<file path="src/rtl/ssh_pkg.sv">
package ssh_pkg;
  localparam int WORD_W      = 8;
  localparam int DIV_STAGES  = 4;
  localparam int SYNC_STAGES = 2;

  typedef struct packed {
    logic smp;
    logic drv;
  } ssh_stb_t;
endpackage

</file>
<file path="src/rtl/ssh_mclk_gen.sv">
module ssh_mclk_gen
  import ssh_pkg::*;
#(
  parameter int STAGES = DIV_STAGES
) (
  input  logic                      clk,
  input  logic                      rst_n,
  input  logic                      en,
  input  logic                      idle_lvl,
  input  logic [$clog2(STAGES)-1:0] div_sel,
  output logic                      sclk,
  output ssh_stb_t                  stb
);
  localparam int CNT_W = (STAGES > 1) ? STAGES - 1 : 1;

  logic [CNT_W-1:0] div_q, div_n, lim;
  logic             sclk_q, sclk_n, tog;

  always_comb begin
    lim    = CNT_W'((1 << div_sel) - 1);
    div_n  = div_q;
    sclk_n = sclk_q;
    tog    = 1'b0;
    if (!en) begin
      div_n  = '0;
      sclk_n = idle_lvl;
    end else if (div_q == lim) begin
      div_n  = '0;
      sclk_n = ~sclk_q;
      tog    = 1'b1;
    end else begin
      div_n  = div_q + 1'b1;
    end
  end

  always_ff @(posedge clk or negedge rst_n) begin
    if (!rst_n) begin
      div_q  <= '0;
      sclk_q <= 1'b0;
    end else begin
      div_q  <= div_n;
      sclk_q <= sclk_n;
    end
  end

  assign sclk    = sclk_q;
  assign stb.smp = tog & (sclk_q == idle_lvl);
  assign stb.drv = tog & (sclk_q != idle_lvl);
endmodule

</file>
<file path="src/rtl/ssh_sclk_sync.sv">
module ssh_sclk_sync
  import ssh_pkg::*;
#(
  parameter int STAGES = SYNC_STAGES
) (
  input  logic     clk,
  input  logic     rst_n,
  input  logic     en,
  input  logic     idle_lvl,
  input  logic     sclk_async,
  output ssh_stb_t stb
);
  logic [STAGES-1:0] chain_q;
  logic              last_q;
  logic              rise, fall;

  genvar g;
  generate
    for (g = 0; g < STAGES; g++) begin : g_sync
      if (g == 0) begin : g_first
        always_ff @(posedge clk or negedge rst_n) begin
          if (!rst_n) chain_q[g] <= 1'b0;
          else        chain_q[g] <= sclk_async;
        end
      end else begin : g_next
        always_ff @(posedge clk or negedge rst_n) begin
          if (!rst_n) chain_q[g] <= 1'b0;
          else        chain_q[g] <= chain_q[g-1];
        end
      end
    end
  endgenerate

  always_ff @(posedge clk or negedge rst_n) begin
    if (!rst_n) last_q <= 1'b0;
    else        last_q <= chain_q[STAGES-1];
  end

  assign rise    = chain_q[STAGES-1] & ~last_q;
  assign fall    = ~chain_q[STAGES-1] & last_q;
  assign stb.smp = en & (idle_lvl ? fall : rise);
  assign stb.drv = en & (idle_lvl ? rise : fall);
endmodule

</file>
<file path="src/rtl/ssh_shift_engine.sv">
module ssh_shift_engine
  import ssh_pkg::*;
#(
  parameter int W = WORD_W
) (
  input  logic         clk,
  input  logic         rst_n,
  input  logic         lsb_first,
  input  logic         load,
  input  logic [W-1:0] load_data,
  input  ssh_stb_t     stb,
  input  logic         sdi,
  output logic         busy,
  output logic         sdo,
  output logic [W-1:0] rx_data,
  output logic         done
);
  localparam int CNT_W = $clog2(W);

  logic [W-1:0]     sh_q, sh_n, rx_q, rx_n;
  logic [CNT_W-1:0] cnt_q, cnt_n;
  logic             busy_q, busy_n, bit_q, bit_n, done_q, done_n;

  always_comb begin
    sh_n   = sh_q;
    rx_n   = rx_q;
    cnt_n  = cnt_q;
    busy_n = busy_q;
    bit_n  = bit_q;
    done_n = 1'b0;
    if (!busy_q) begin
      if (load) begin
        busy_n = 1'b1;
        sh_n   = load_data;
        cnt_n  = '0;
      end
    end else begin
      if (stb.smp) bit_n = sdi;
      if (stb.drv) begin
        sh_n  = lsb_first ? {bit_q, sh_q[W-1:1]} : {sh_q[W-2:0], bit_q};
        cnt_n = cnt_q + 1'b1;
        if (cnt_q == CNT_W'(W - 1)) begin
          busy_n = 1'b0;
          rx_n   = sh_n;
          done_n = 1'b1;
        end
      end
    end
  end

  always_ff @(posedge clk or negedge rst_n) begin
    if (!rst_n) begin
      sh_q   <= '0;
      rx_q   <= '0;
      cnt_q  <= '0;
      busy_q <= 1'b0;
      bit_q  <= 1'b0;
      done_q <= 1'b0;
    end else begin
      sh_q   <= sh_n;
      rx_q   <= rx_n;
      cnt_q  <= cnt_n;
      busy_q <= busy_n;
      bit_q  <= bit_n;
      done_q <= done_n;
    end
  end

  assign busy    = busy_q;
  assign sdo     = lsb_first ? sh_q[0] : sh_q[W-1];
  assign rx_data = rx_q;
  assign done    = done_q;
endmodule

</file>
<file path="src/rtl/tri_wire_shifter.sv">
module tri_wire_shifter
  import ssh_pkg::*;
#(
  parameter int W      = WORD_W,
  parameter int STAGES = DIV_STAGES,
  parameter int SYNC_N = SYNC_STAGES
) (
  input  logic                      clk,
  input  logic                      rst_n,
  input  logic                      cfg_master,
  input  logic                      cfg_lsb_first,
  input  logic                      cfg_sample_fall,
  input  logic [$clog2(STAGES)-1:0] cfg_div_sel,
  input  logic                      tx_wr,
  input  logic [W-1:0]              tx_data,
  output logic [W-1:0]              rx_data,
  output logic                      ready,
  output logic                      done_irq,
  output logic                      sclk_out,
  input  logic                      sclk_in,
  input  logic                      sdi,
  output logic                      sdo
);
  logic [1:0] rst_sync_q;
  logic       rst_i;
  logic       busy;
  ssh_stb_t   m_stb, s_stb, stb;

  always_ff @(posedge clk or negedge rst_n) begin
    if (!rst_n) rst_sync_q <= 2'b00;
    else        rst_sync_q <= {rst_sync_q[0], 1'b1};
  end
  assign rst_i = rst_sync_q[1];

  ssh_mclk_gen #(.STAGES(STAGES)) u_mclk (
    .clk      (clk),
    .rst_n    (rst_i),
    .en       (busy & cfg_master),
    .idle_lvl (cfg_sample_fall),
    .div_sel  (cfg_div_sel),
    .sclk     (sclk_out),
    .stb      (m_stb)
  );

  ssh_sclk_sync #(.STAGES(SYNC_N)) u_sync (
    .clk        (clk),
    .rst_n      (rst_i),
    .en         (~cfg_master),
    .idle_lvl   (cfg_sample_fall),
    .sclk_async (sclk_in),
    .stb        (s_stb)
  );

  assign stb = cfg_master ? m_stb : s_stb;

  ssh_shift_engine #(.W(W)) u_eng (
    .clk       (clk),
    .rst_n     (rst_i),
    .lsb_first (cfg_lsb_first),
    .load      (tx_wr),
    .load_data (tx_data),
    .stb       (stb),
    .sdi       (sdi),
    .busy      (busy),
    .sdo       (sdo),
    .rx_data   (rx_data),
    .done      (done_irq)
  );

  assign ready = busy;
endmodule

</file>
<file path="config.mk">
export PLATFORM = sky130hd
export DESIGN_NAME = tri_wire_shifter
export DESIGN_NICKNAME = d
export VERILOG_FILES = /design/src/rtl/ssh_pkg.sv /design/src/rtl/ssh_mclk_gen.sv /design/src/rtl/ssh_sclk_sync.sv /design/src/rtl/ssh_shift_engine.sv /design/src/rtl/tri_wire_shifter.sv
export SDC_FILE = /design/constraint.sdc
export NUM_CORES = 1
export LEC_CHECK = 0
export ABC_AREA = 1
export BUFFER_PORTS_ARGS = -buffer_cell sky130_fd_sc_hd__buf_2
export CORE_MARGIN = 5
export CORE_UTILIZATION = 58
export CTS_CLUSTER_SIZE = 16
export DETAILED_ROUTE_END_ITERATION = 8
export PLACE_DENSITY = 0.93
export SLEW_MARGIN = 30
export SYNTH_ARGS = -nofsm -noshare
export SYNTH_HDL_FRONTEND = slang
export SYNTH_SLANG_ARGS = --single-unit
export TNS_END_PERCENT = 5
</file>
<file path="constraint.sdc">
create_clock -name clk -period 2.5 [get_ports clk]
set_input_delay 0.75 -clock clk [delete_from_list [all_inputs] [get_ports clk]]
set_output_delay 0.75 -clock clk [all_outputs]
set_load 0.01 [all_outputs]
</file>
==> results of run 1 <==
per-layer routing:
metal	GRT usage, %	share of wire (%)
met5	0	0
met4	6.631	1.8
met3	7.207	7.0
met2	26.55	44
met1	23.67	47
final timing paths:
kind                                        startpoint                      endpoint  slack, ps  depth (start not counted)
max in group asynchronous      rst_sync_q[1]$_DFF_PN0_  u_eng.rx_data[6]$_DFFE_PN0P_       1630                          1
max                                      cfg_lsb_first                           sdo        450                          4
min                                              rst_n       rst_sync_q[0]$_DFF_PN0_        170                          1
min reg2reg                    rst_sync_q[1]$_DFF_PN0_     u_eng.sh_q[0]$_DFFE_PN0P_        240                          0
max reg2reg                  u_mclk.div_q[1]$_DFF_PN0_  u_eng.rx_data[6]$_DFFE_PN0P_        840                         10
min in group clk           u_sync.chain_q[0]$_DFF_PN0_   u_sync.chain_q[1]$_DFF_PN0_        360                          0
cells in the final DEF, fill, tap and decap left out, types with 2 or more instances in the layout:
master / n
nand2_1: 78
dfrtp_1: 31
buf_2: 29
inv_1: 18
nand3_1: 18
nor2_1: 13
nand4_1: 9
o21ai_0: 6
clkbuf_4: 5
a21oi_1: 4
ha_1: 3
xnor2_1: 2
nand3_2: 2
nand2_2: 2
bufinv_16: 2
buf_4: 2
stage by stage:
stage / cell area, um^2 / instances / utilization [%] / hold WS, ps / setup slack [ps]
finish: 1847 / 265 / 68.75 / 169.6 / 450.4
global route: 1847 / 265 / 68.75 / 139.1 / 331.8
CTS: 1847 / 265 / 68.75 / 160.7 / 454.5
detailed placement: 1742 / 257 / 64.83 / 241.0 / 389.2
global placement: 1742 / 257 / 64.83 / 238.6 / 453.5
floorplan: 1588 / 203 / - / 331.2 / 431.3
state kept, by name (all words and copies together) (netlist names):
signal          cells
u_eng.rx_data       8
u_eng.sh_q          8
u_eng.cnt_q         3
u_mclk.div_q        3
rst_sync_q          2
u_sync.chain_q      2
u_eng.bit_q         1
u_eng.busy          1
u_eng.done          1
u_mclk.sclk         1
u_sync.last_q       1
cell usage after synthesis (all sizes together):
cell type and count:
nand2 80, dfrtp 31, nand3 21, inv 19, nor2 15, nand4 9, buf 6, o21ai 6
a21oi 4, ha 3, clkbuf 2, xnor2 2, clkinv 1, conb 1, mux2 1, nand3b 1
o221ai 1
final cells by class:
| type | instances | area [um^2] | share of cell area (%) |
|---|---|---|---|
| Sequential cell | 31 | 775.7 | 42.01 |
| Multi-Input combinational cell | 144 | 691.9 | 37.47 |
| Timing Repair Buffer | 31 | 160.2 | 8.672 |
| Inverter | 20 | 75.07 | 4.065 |
| Clock inverter | 3 | 67.56 | 3.659 |
| Tap cell | 31 | 38.79 | 2.100 |
| Clock buffer | 5 | 37.54 | 2.033 |
cell families (layout without fill, tap and decap cells):
group | Yosys count | count (layout) | share of synthesized area, %
fa+ha+maj | 3 | 3 | 2.364
simple gates | 126 | 126 | 35.46
flops | 31 | 31 | 48.86
buf+inv | 28 | 59 | 7.564
compound gates | 11 | 11 | 3.704
mux | 1 | 1 | 0.7092
xor+xnor | 2 | 2 | 1.103
other cells | 1 | 1 | 0.2362
power by group through the flow:
stage	clock network [W]	registers (W)	logic [W]
floorplan	0	0.000774	0.000347
global placement	0	0.000764	0.000498
detailed placement	0	0.000770	0.000519
CTS	0.000498	0.000760	0.000519
global route	0.000527	0.000779	0.000607
finish	0.000491	0.000762	0.000514
==> metrics.md, run 1 <==
| Metric | Value |
|---|---|
| TNS Setup | 0 ps |
| Core Area | 0.002686 mm^2 |
| Number of port buffers | 29 |
| Vias per cell | 5.136 |
| Rows | 19 |
| Clk root buf | clkbuf_4 |
| Flops & latches, synth | 31 |
| CP peak stage delay | 230 ps |
| First DRT Iteration DRCs | 48 |
| Cts bufs inserted | 5 |
| Main area contributors after synthesis | dfrtp_1, nand2_1, nand3_1 |
| Die X | 62.32 um |
| Reg power frac | 43.1% |
| Synth Instances | 203 |
| RSZ-0062 raised after global routing | no |
| Area leader, netlist | dfrtp_1 |
| # diodes | 0 |
| Post-DRT Antenna Nets | 0 |
| Clock Skew | 8.784 ps |
| Worst EP required | 1750 ps |
| Final Max Tran Viols | 0 |
| Critical-path top delay cell | buf_2 |
| Overflow after GRT | 0 |
| Clock power frac | 27.8% |
| Clk sink count | 31 |
| CTS tree | yes |
| Cell Int Power | 0.001167 W |
| Routed len/inst | 11.65 um |
| Post-synth cell types | 26 |
| Switching Share | 33.95% |
| Post-CTS Setup Bufs | 0 |
| Mapped Avg Cell Area | 7.822 um^2 |
| Initial core utilization | 59.11% |
| Layout cells sized above 1 | 20.51% |
| Max VDD drop | 0.0008758 V |
| Worst Hold Class | in2async |
| DR pass1 iterations | 4 |
| Post-synthesis net count | 224 |
| Peak Freq | 487.9 MHz |
| RePlAce Congestion | 0.8703 |
| Synth warn | 0 |
| Fin crit period | 2050 ps |
| Fill cells | 244 |
| Worst Path Buf+Inv | 2 |
| Initial antenna violation count | 0 |
| Die H | 62.32 um |
| Worst EP arrival | 1300 ps |
| Register area share after synthesis | 48.86% |
| CTS max path bufs | 2 |
| Gr usage total | 17.94% |
| I/O Pins | 30 |
| Count of hold-fix buffers inserted at cts | 0 |
| Max_cap viols | 0 |
| Largest net degree at the start of global routing | 25 |
| Switching Power | 0.0005999 W |
| Combinational fraction of design power | 29.1% |
| Final setup violation count | 0 |
| Synth top area share | 48.86% |
| DPL Wire Length | 2.417 mm |
| Fin. Hold Viols | 0 |
| Skew-Pair Late Insertion Delay | 340 ps |
| Critical path launch point type | primary input |
| Post-route clock period utilization | 81.98% |
| Total Power | 0.001767 W |
| Worst path cell trace | buf_2 -> nor2_1 -> a21oi_1 -> buf_2 |
| Pwr dens | 956.7 mW/mm^2 |
| WL final | 3.088 mm |
| Total leakage power | 1.048 nW |
| # resized after CTS | 0 |
| Setup CP Type | in2out |
| Setup crit end kind | output pin |
| DR vias | 1361 |
| Global-route wire length before repair | 5.499 mm |
| CP top delay family | buffers and inverters |
| DIE AREA | 0.003884 mm^2 |
| Area delta synth->final | 16.31% |
| Mapped Area | 0.001588 mm^2 |
| Vias in the first global route | 1228 |
| Slew margin rel. | 62.09% |
| CTS H-Tree Depth | 2 |
| Max FO, Critical Path | 17 |
| Clock-pin slew on the worst setup and hold paths | 100 ps |
| CP dominant cell by count | buf_2 |
| Total Nets Final | 254 |
| Worst slew pin tran | 568.7 ps |
| Result of the run | finished clean |
| # DRC | 0 |
No activity file was read; power rests on OpenSTA's default activity.
==> run 2, diff against run 1 <==
- ABC_AREA: 1 -> 0
- CORE_UTILIZATION: 58 -> 48
- PLACE_DENSITY: 0.93 -> 0.84
- clock period: 2.5 -> 1.7 ns (I/O delays scaled with it)
==> run 2 against run 1 <==
Against the previous run:
- the flow now finishes with violations (setup timing)
- synthesized cell count decreased by 37%
- register-to-register slack worse by 940 ps
- area after synthesis down 8.3%
- highest routed layer unchanged
==> metrics.md, run 2 <==
| Metric | Value |
|---|---|
| Worst Path Buf+Inv | 1 |
| Clock-pin slew on the worst setup and hold paths | 100 ps |
| Largest net degree at the start of global routing | 30 |
| Synth top cells by count | dfrtp_1, mux2i_1, nand2_1, inv_1, o21ai_0 |
| Mapped Avg Cell Area | 11.47 um^2 |
| CP top delay family | compound AO/OA/AOI/OAI gates |
| Final Max Tran Viols | 0 |
| Area leader, netlist | dfrtp_1 |
| Routed len/inst | 14.17 um |
| WL final | 2.947 mm |
| Most frequent cells in the layout | dfrtp_1, buf_2, mux2i_1, nand2_1, buf_4 |
| CP dominant cell by count | a21oi_4 |
| Final Non-Filler Cells | 208 |
| Setup CP Type | reg2reg |
| Register area share after synthesis | 53.26% |
| DR vias | 1072 |
| Max_cap viols | 0 |
| Synth top area share | 53.26% |
| Die H | 65.09 um |
| Pwr dens | 1281 mW/mm^2 |
| Main area contributors after synthesis | dfrtp_1, mux2i_1, mux2_2 |
| Failing checks | setup timing |
| Result of the run | finished, violations left |
| Post-synthesis net count | 148 |
| RePlAce Congestion | 0.7882 |
| Total Nets Final | 195 |
| WHS | 249.9 ps |
| I/O Pins | 30 |
| Vias per cell | 5.154 |
| First DRT Iteration DRCs | 23 |
| Fin. Hold Viols | 0 |
| Clock Skew | 9.583 ps |
| DP Area | 0.001730 mm^2 |
| Rows | 20 |
| Leading cell type in the layout, fill and taps excluded | dfrtp_1 |
| Total Power | 0.002351 W |
| Clk root buf | clkbuf_4 |
| Synth Instances | 127 |
| # DRC | 0 |
| Setup crit end kind | flip-flop |
| Clk sink count | 31 |
| Critical-path top delay cell | dfrtp_1 |
| Top_reg_cell synth | dfrtp_1 |
| Max VDD drop | 0.0007017 V |
| Global-route wire length before repair | 5.064 mm |
| CTS tree | yes |
| Die X | 65.09 um |
| DIE AREA | 0.004236 mm^2 |
| Worst EP required | 1910 ps |
| Worst path cell trace | or3_4 -> a21oi_4 -> o211ai_2 -> a21oi_4 -> buf_12 -> mux2_1 |
| Placed Instances | 198 |
| Synth warn | 0 |
| Mapped Area | 0.001456 mm^2 |
| Overflow after GRT | 0 |
| Final setup margin | -104.7 ps |
| EDFF count, synth | 0 |
| DR pass1 iterations | 4 |
| Post-route design area | 0.001836 mm^2 |
| RSZ-0062 raised after global routing | yes |
| Post-DRT Antenna Nets | 0 |
| Pre-CTS WS | -384.4 ps |
| Worst EP arrival | 2020 ps |
| Post-synth ARST share | 100.0% |
| Core Area | 0.002978 mm^2 |
| Number of port buffers | 29 |
| Final setup violation count | 16 |
| Fin crit period | 1805 ps |
| Area delta synth->final | 26.03% |
| Worst Hold Class | reg2async |
| CTS H-Tree Depth | 2 |
| Initial antenna violation count | 0 |
| Flops & latches, synth | 31 |
| Critical path launch point type | flip-flop |
| Peak Freq | 554.1 MHz |
| Max FO, Critical Path | 10 |
| Total leakage power | 1.004 nW |
| Cts bufs inserted | 5 |
| Vias in the first global route | 1195 |
| Skew-Pair Late Insertion Delay | 330 ps |
| Initial core utilization | 48.91% |
| Post-route clock period utilization | 106.2% |
| CTS max path bufs | 2 |
| # diodes | 0 |
| Post-synth cell types | 28 |
| Cell with the most instances after synthesis | dfrtp_1 |
| DPL Wire Length | 2.203 mm |
| Gr usage total | 15.95% |
| CP peak stage delay | 390 ps |
| Layout cells sized above 1 | 38.86% |
[run 2: kinds of logic after synthesis]
group	count (synthesis)	share of synthesized area, %
flops	31	53.26
fa+ha+maj	3	2.578
simple gates	27	8.248
xor+xnor	4	2.406
buf+inv	15	4.381
other cells	1	0.2575
mux	27	19.50
compound gates	19	9.366
[run 2: path summary, 6_finish.rpt]
| kind | cells after the start | start | endpoint | slack, ps |
|---|---|---|---|---|
| worst max-delay path | 6 | u_mclk.div_q[1]$_DFF_PN0_ | u_eng.rx_data[3]$_DFFE_PN0P_ | -100 |
| max in group asynchronous | 2 | rst_n | rst_sync_q[0]$_DFF_PN0_ | 1130 |
| min in group clk | 1 | sclk_in | u_sync.chain_q[0]$_DFF_PN0_ | 280 |
| worst max register to register | 6 | u_mclk.div_q[1]$_DFF_PN0_ | u_eng.rx_data[3]$_DFFE_PN0P_ | -100 |
| worst min register to register | 1 | rst_sync_q[1]$_DFF_PN0_ | u_eng.sh_q[6]$_DFFE_PN0P_ | 250 |
| worst min-delay path | 1 | rst_sync_q[1]$_DFF_PN0_ | u_eng.sh_q[6]$_DFFE_PN0P_ | 250 |
[run 2: metal layers]
| metal | global-route usage (%) | part of all wire, % | vias up |
|---|---|---|---|
| li1 | - | - | 519 |
| met1 | 17.39 | 42 | 516 |
| met2 | 26.18 | 49 | 28 |
| met3 | 6.239 | 6.1 | 9 |
| met4 | 9.326 | 2.7 | 0 |
| met5 | 0 | 0 | - |
[run 2: cell type report]
| cell class | count | area [um^2] |
|---|---|---|
| clock buffer | 7 | 45.04 |
| multi-input combinational | 81 | 650.6 |
| timing repair buffer | 44 | 276.5 |
| sequential | 31 | 775.7 |
| inverter | 11 | 41.29 |
| tap | 33 | 41.29 |
| clock inverter | 1 | 5.005 |
| fill | 244 | 1142 |
[run 2: what timing repair did]
item / in CTS / in global routing
setup buffers: 1 / 0
gates resized for setup: 4 / 5
hold endpoints to repair: 2 / 0
endpoints found under the setup margin: 17 / 21
hold buffers: 1 / 0
pin swaps: 2 / 0
[run 2: power breakdown]
group	internal, W	switching [W]
sequential	0.000981	0.000141
clock	0.000161	0.000236
combinational	0.000422	0.000410
total	0.00156	0.000787
[run 2: stage by stage]
stage                     utilization, %  setup TNS (ps)
after floorplan                        -           -2874
after global placement             58.11           -5948
after detailed placement           58.11           -6787
after CTS                          60.71           -1018
after global routing               61.64           -2440
final                              61.64          -896.3
==> run 3, diff against run 2 <==
- clock period: 1.7 -> 1.6 ns (I/O delays scaled with it)
==> run 3 against run 2 <==
Against the previous run:
- the run still ends with setup timing left
- routed wire length rose by 1.7%
- non-clock buffer count rose by 1
- clock skew fell by 4.2 ps
- sequential share of layout area fell by 0.086 points
- critical path type unchanged
- critical endpoint is now u_eng.rx_data[4]$_DFFE_PN0P_
- largest power group unchanged
==> metrics.md, run 3 (synthesized netlist as in run 2, its figures left out) <==
| Metric | Value |
|---|---|
| Most frequent cells in the layout | dfrtp_1, buf_2, mux2i_1, buf_4, nand2_1 |
| WL final | 2.996 mm |
| Pwr dens | 1394 mW/mm^2 |
| Core Area | 0.002978 mm^2 |
| Initial antenna violation count | 0 |
| Final setup margin | -231.3 ps |
| DIE AREA | 0.004236 mm^2 |
| Area delta synth->final | 26.29% |
| Fin crit period | 1831 ps |
| DR vias | 1097 |
| Setup crit end kind | flip-flop |
| Global-route wire length before repair | 5.257 mm |
| Total Nets Final | 196 |
| First DRT Iteration DRCs | 18 |
| Largest net degree at the start of global routing | 30 |
| Final setup violation count | 20 |
| Clk sink count | 31 |
| Layout cells sized above 1 | 38.64% |
| DR pass1 iterations | 4 |
| Worst EP arrival | 2050 ps |
| Die H | 65.09 um |
| DP Area | 0.001738 mm^2 |
| Clock Skew | 5.341 ps |
| Fin util | 61.76% |
| Result of the run | finished, violations left |
| Overflow after GRT | 0 |
| Post-route clock period utilization | 114.5% |
| Worst EP required | 1820 ps |
| Max FO, Critical Path | 10 |
| Vias per cell | 5.249 |
| Post-DRT Antenna Nets | 0 |
| Total leakage power | 1.014 nW |
| Clk root buf | clkbuf_4 |
| CTS H-Tree Depth | 2 |
| Skew-Pair Late Insertion Delay | 330 ps |
| Leading cell type in the layout, fill and taps excluded | dfrtp_1 |
| WHS | 245.3 ps |
| Cts bufs inserted | 5 |
| DPL Wire Length | 2.204 mm |
| Routed len/inst | 14.33 um |
| Worst Hold Class | reg2async |
| Setup CP Type | reg2reg |
| Failing checks | setup timing |
| Gr usage total | 16.84% |
| # DRC | 0 |
| Die X | 65.09 um |
| RePlAce Congestion | 0.7935 |
| RSZ-0062 raised after global routing | yes |
| Fin. Hold Viols | 0 |
| Vias in the first global route | 1211 |
| Critical path launch point type | flip-flop |
| Max_cap viols | 0 |
| Initial core utilization | 48.91% |
| Clock-pin slew on the worst setup and hold paths | 90 ps |
| Final Max Tran Viols | 0 |
| # diodes | 0 |
| Peak Freq | 546.1 MHz |
| CTS max path bufs | 2 |
| I/O Pins | 30 |
| Rows | 20 |
| Number of port buffers | 29 |
| Max VDD drop | 0.0008129 V |
| CTS tree | yes |
| Post-route design area | 0.001839 mm^2 |
## run 3: path summary, 6_finish.rpt
| kind | startpoint | to | slack [ps] | cells after the start |
|---|---|---|---|---|
| hold reg to reg | rst_sync_q[1]$_DFF_PN0_ | u_sync.last_q$_DFF_PN0_ | 250 | 1 |
| min in group clk | sclk_in | u_sync.chain_q[0]$_DFF_PN0_ | 250 | 1 |
| setup reg to reg | u_mclk.div_q[1]$_DFF_PN0_ | u_eng.rx_data[4]$_DFFE_PN0P_ | -230 | 6 |
| setup / recovery | u_mclk.div_q[1]$_DFF_PN0_ | u_eng.rx_data[4]$_DFFE_PN0P_ | -230 | 6 |
| hold / removal | rst_sync_q[1]$_DFF_PN0_ | u_sync.last_q$_DFF_PN0_ | 250 | 1 |
| max in group asynchronous | rst_n | rst_sync_q[0]$_DFF_PN0_ | 1050 | 2 |
## run 3: power by group
part	switching (W)	internal, W
combinational	0.000427	0.000436
sequential	0.000144	0.00104
clock	0.000258	0.000258
## run 3: final cells by class
cell class,count,area (um^2)
fillers,252,1139
clock buffers,8,68.82
well taps,33,41.29
multi-input cells,81,631.9
inverters,11,41.29
flip-flops and latches,31,775.7
repair buffers,45,280.3
## run 3: worst max-delay path, stage by stage, from the launching register on
cell,delay [ps]
dfrtp_1,390
or3_1,360
a21oi_2,170
o211ai_2,150
a21oi_4,180
buf_12,150
mux2_2,330
## run 3: through the flow
stage          std cells  worst slack, ps  TNS [ps]  total power [W]
2_1_floorplan        127           -275.4     -4261         0.001734
3_3_place_gp         199           -406.4     -7548         0.001998
3_5_place_dp         199           -449.1     -8634         0.002063
4_1_cts              208           -231.5     -3355         0.002600
5_1_grt              209           -285.6     -4664         0.002788
6_report             209           -231.3     -3303         0.002564
## run 3: per-layer routing
layer	vias to the layer above	share of wire [%]	track usage [%]
li1	527	-	-
met1	527	42	18.40
met2	38	51	28.22
met3	5	5.6	6.066
met4	0	2.3	9.326
met5	-	0	0
## run 3: what timing repair did
action / in CTS / in global routing
hold buffers: 1 / 0
hold endpoints to repair: 2 / 0
pin swaps: 2 / 0
buffers inserted: 0 / 1
endpoints found under the setup margin: 21 / 23
gates resized for setup: 2 / 2
